## src/rtl/tmr_unit.sv

```systemverilog
module tmr_unit #(
  parameter int BYTE_W = 8,
  parameter int PRE_W  = 5
) (
  input  logic              clk,
  input  logic              rst_n,
  input  logic              cyc_en,
  input  logic [1:0]        mode,
  input  logic              cnt_sel,
  input  logic              run,
  input  logic              gate_en,
  input  logic              gate_pin,
  input  logic              ext_pin,
  input  logic              wr_lo,
  input  logic              wr_hi,
  input  logic [BYTE_W-1:0] wr_data,
  input  logic              flag_clr,
  output logic [BYTE_W-1:0] cnt_lo,
  output logic [BYTE_W-1:0] cnt_hi,
  output logic              ovf_flag,
  output logic              ovf_pulse
);
  localparam int CNT_W = 2 * BYTE_W;

  logic              smp_now, smp_old;
  logic              allowed, src_hit, inc, wrap;
  logic [BYTE_W-1:0] nxt_lo, nxt_hi;
  logic [PRE_W:0]    pre_sum;
  logic [BYTE_W:0]   hi_sum;
  logic [CNT_W:0]    full_sum;

  assign allowed = cyc_en & run & (~gate_en | gate_pin);
  assign src_hit = cnt_sel ? (smp_old & ~smp_now) : 1'b1;
  assign inc     = allowed & src_hit & ~wr_lo & ~wr_hi & (mode != 2'b11);

  assign pre_sum  = {1'b0, cnt_lo[PRE_W-1:0]} + 1'b1;
  assign hi_sum   = {1'b0, cnt_hi} + pre_sum[PRE_W];
  assign full_sum = {1'b0, cnt_hi, cnt_lo} + 1'b1;

  always_comb begin
    nxt_lo = cnt_lo;
    nxt_hi = cnt_hi;
    wrap   = 1'b0;
    case (mode)
      2'b00: begin
        nxt_lo = {cnt_lo[BYTE_W-1:PRE_W], pre_sum[PRE_W-1:0]};
        nxt_hi = hi_sum[BYTE_W-1:0];
        wrap   = hi_sum[BYTE_W];
      end
      2'b01: begin
        {wrap, nxt_hi, nxt_lo} = full_sum;
      end
      2'b10: begin
        wrap   = &cnt_lo;
        nxt_lo = wrap ? cnt_hi : cnt_lo + 1'b1;
      end
      default: ;
    endcase
  end

  always_ff @(posedge clk) begin
    if (!rst_n) begin
      smp_now   <= 1'b0;
      smp_old   <= 1'b0;
      cnt_lo    <= '0;
      cnt_hi    <= '0;
      ovf_flag  <= 1'b0;
      ovf_pulse <= 1'b0;
    end else begin
      if (cyc_en) begin
        smp_now <= ext_pin;
        smp_old <= smp_now;
      end
      if (wr_lo)    cnt_lo <= wr_data;
      else if (inc) cnt_lo <= nxt_lo;
      if (wr_hi)    cnt_hi <= wr_data;
      else if (inc) cnt_hi <= nxt_hi;
      ovf_pulse <= inc & wrap;
      ovf_flag  <= (inc & wrap) | (ovf_flag & ~flag_clr);
    end
  end
endmodule


```

## config.mk

```make
export PLATFORM = sky130hd
export DESIGN_NAME = tmr_unit
export DESIGN_NICKNAME = d
export VERILOG_FILES = /design/src/rtl/tmr_unit.sv
export SDC_FILE = /design/constraint.sdc
export NUM_CORES = 1
export LEC_CHECK = 0
export BUFFER_PORTS_ARGS = -buffer_cell sky130_fd_sc_hd__buf_2
export CAP_MARGIN = 20
export CORE_AREA = 3 3 57 59
export DETAILED_ROUTE_END_ITERATION = 8
export DIE_AREA = 0 0 60 62
export PLACE_DENSITY_LB_ADDON = 0.25
export SYNTH_ARGS = -nofsm -noshare
export SYNTH_HDL_FRONTEND = slang
export SYNTH_SLANG_ARGS = --single-unit
```

## constraint.sdc

```tcl
create_clock -name clk -period 2.73 [get_ports clk]
set_input_delay 0.546 -clock clk [delete_from_list [all_inputs] [get_ports clk]]
set_output_delay 0.546 -clock clk [all_outputs]
set_load 0.02 [all_outputs]
```

==> impl_results.md <==
* RSZ-0062 raised after global routing: false
* PD cells at 429 nW/um^2
* Clk pwr share at 34.6%
* Hpwl dp at 3300 um
* Synth warn at 0
* Hold_buf cts at 0
* Post-CTS sizing at 0
* Initial DRT Pass Iterations at 4
* Total vias in the final route at 1655
* Max Cap Violations at 0
* Net Sw Frac at 29.7%
* Commonest non-fill, non-tap cell in the layout: buf_2
* Inserted Clock Buffers at 3
* H-tree depth at 1
* # diodes at 0
* Mean Syn Cell Area at 7.98 um^2
* Hold Crit Class: input pin to flip-flop
* Total GRT Usage at 24.8%
* DIE WIDTH at 60 um
* Final hold viol count at 0
* Floorplan core area at 2760 um^2
* Met1 Wirelength at 1740 um
* Core Util, Final at 61.7%
* Relative slew margins at 38.9%
* Number of remaining DRC errors at 0
* IO Pins at 39
* Worst setup EP type: flip-flop
* Synth Cell Area at 1430 um^2
* Flop pwr share at 46.0%
* Syn-to-layout area delta at 19.0%
* Number of global-route vias before repair at 1484
* Largest net degree at the start of global routing at 16
* Gate Count Post-Synth at 179
* CP Launch Type: flip-flop
* Die ar. at 3720 um^2
* Wire per inst at 17.4 um
* Vias per cell at 6.70
* Post-Synth Adder-Cell Area at 6.13%
* Setup tns final at 0 ns
* Setup CP Type: flip-flop to flip-flop
* Leak Pwr at 0.715 nW
* Final WL at 4300 um
* Post-synthesis compound-gate area fraction at 31.5%
* Worst clock skew at 0.00267 ns
* Maximum VDD drop at 298 uV
* First-pass GRT wire length at 6890 um
* Simple-Gate Fraction of Synth Area at 24.6%
* Met2 WL post-DR at 2050 um
* Fin nets at 245
* Switching power total at 0.216 mW
* Highest routed metal layer: met4
* Sequential area share after synthesis at 28.0%
* IO buf count at 38
* Number of setup buffers added after CTS at 0
* Unique masters post-synth at 43
* Clk sinks at 20
* Internal at 0.513 mW
* Most frequent cells in the layout: buf_2 (38), dfxtp_1 (20), nor2_1 (13), nand2_1 (12), a21oi_1 (12)
* CP arrival at 2.56 ns
* Crit-path max FO at 9
* Mapped Nets at 207
* Maximum clock path buffer count at 2
* CP required at 2.95 ns
* Antenna violations before repair at 0
* Met3 wire len at 433 um
* Number of routed nets with antenna violations at 0
* Status: completed
* # fillers at 253
* Clock-pin slew on the worst setup and hold paths at 0.12 ns
* Iteration-0 DRC Markers at 118
* Largest family of logic cells by synthesized area: compound AO/OA/AOI/OAI gates
* Root Driver: clkbuf_4
* Fmax at 0.428 GHz
* Combinational share of power at 19.4%
* Post-synth ARST share at 0%
* Die span in y at 62 um
* Worst-Skew Late Latency at 0.32 ns
* Remaining Overflow, GRT at 0
* Synth Flop Type: dfxtp_1
* Initial cell density of the core at 51.8%
* Final worst path period share at 85.6%
* Synth Area in XOR/XNOR at 3.06%
* Number of enable flip-flop cells after synthesis at 0
* Setup Viol. Count Final at 0
* # rows at 19
* FF+latch count, synth at 20
* Final Max Slew Viols at 0
* Mux contribution to synthesized area at 2.80%
* GPL Wtd Cong at 0.932
* Worst slew pin tran at 0.909 ns
* CTS tree: done
* Minimum clock period at 2.34 ns
* Share of post-route cells with drive strength above 1 at 22.2%
[per-stage QoR]
step | power (mW) | cells | instance area (um^2) | setup slack, ns | hold slack, ns
floorplan | 0.423 | 179 | 1430 | 0.603 | 0.461
global placement | 0.477 | 243 | 1650 | 0.329 | 0.450
detailed placement | 0.480 | 243 | 1650 | 0.255 | 0.473
CTS | 0.725 | 247 | 1700 | 0.483 | 0.474
global route | 0.765 | 247 | 1700 | 0.303 | 0.466
finish | 0.729 | 247 | 1700 | 0.394 | 0.467
[power by group through the flow]
stage | Combinational [mW] | Clock, mW | Sequential, mW
after floorplan | 0.0732 | 0 | 0.350
after global placement | 0.137 | 0 | 0.339
after detailed placement | 0.140 | 0 | 0.341
after CTS | 0.140 | 0.251 | 0.334
after global routing | 0.155 | 0.271 | 0.338
final | 0.141 | 0.253 | 0.335
[kinds of logic after synthesis]
family                     count (synthesis)
xor gates and xnor gates                   5
and+or+nand+nor                           67
muxes                                      4
AOI/OAI and AO/OA                         62
adders and majority gates                  7
buffers and inverters                     14
DFF                                       20
[per-layer routing]
layer	global-route usage (%)	vias to the layer above
li1	-	760
met1	31.1	783
met2	42.3	101
met3	4.96	11
met4	9.18	0
met5	0	-
[synth_stat cells, types with 6 or more instances]
master	count	area share, %
nor2_1	13	3.4
o21ai_0	6	2.1
ha_1	7	6.1
nand3_1	11	3.9
dfxtp_1	20	28
a21oi_1	12	4.2
clkbuf_1	6	1.6
inv_1	6	1.6
and3_1	7	3.1
nand2_1	12	3.2
a211oi_1	6	3.2
a31oi_1	8	3.5
o31ai_1	6	3.2
[cell type report]
class	instances	area, um^2	area share (%)
clock inverters	1	30.0	1.77
well taps	31	38.8	2.28
multi-input cells	145	973	57.2
flip-flops and latches	20	400	23.5
clock buffers	3	22.5	1.32
repair buffers	41	213	12.5
inverters	6	22.5	1.32
[sequential cells by signal, indices dropped and copies added, names as in the netlist]
| register | flops |
|---|---|
| ovf_flag | 1 |
| cnt_hi | 8 |
| ovf_pulse | 1 |
| cnt_lo | 8 |
| smp_old | 1 |
| smp_now | 1 |
[worst paths after layout]
| path | from | end | slack, ns | cells past startpoint |
|---|---|---|---|---|
| hold / removal | ext_pin | smp_now$_SDFFE_PN0P_ | 0.47 | 3 |
| setup / recovery | cnt_lo[2]$_SDFFE_PN0P_ | cnt_hi[4]$_SDFFE_PN0P_ | 0.39 | 8 |
| setup reg to reg | cnt_lo[2]$_SDFFE_PN0P_ | cnt_hi[4]$_SDFFE_PN0P_ | 0.39 | 8 |
| hold reg to reg | ovf_flag$_SDFF_PN0_ | ovf_flag$_SDFF_PN0_ | 0.49 | 2 |
[worst max-delay path, stage by stage (launching register included)]
cell and delay, ns:
dfxtp_1 0.50, nand3_1 0.23, nor2_1 0.24, ha_1 0.22, ha_1 0.18, a32oi_1 0.09
nand3b_1 0.28, o21a_1 0.22, o311a_1 0.28
(Power assumes the default switching activity.)
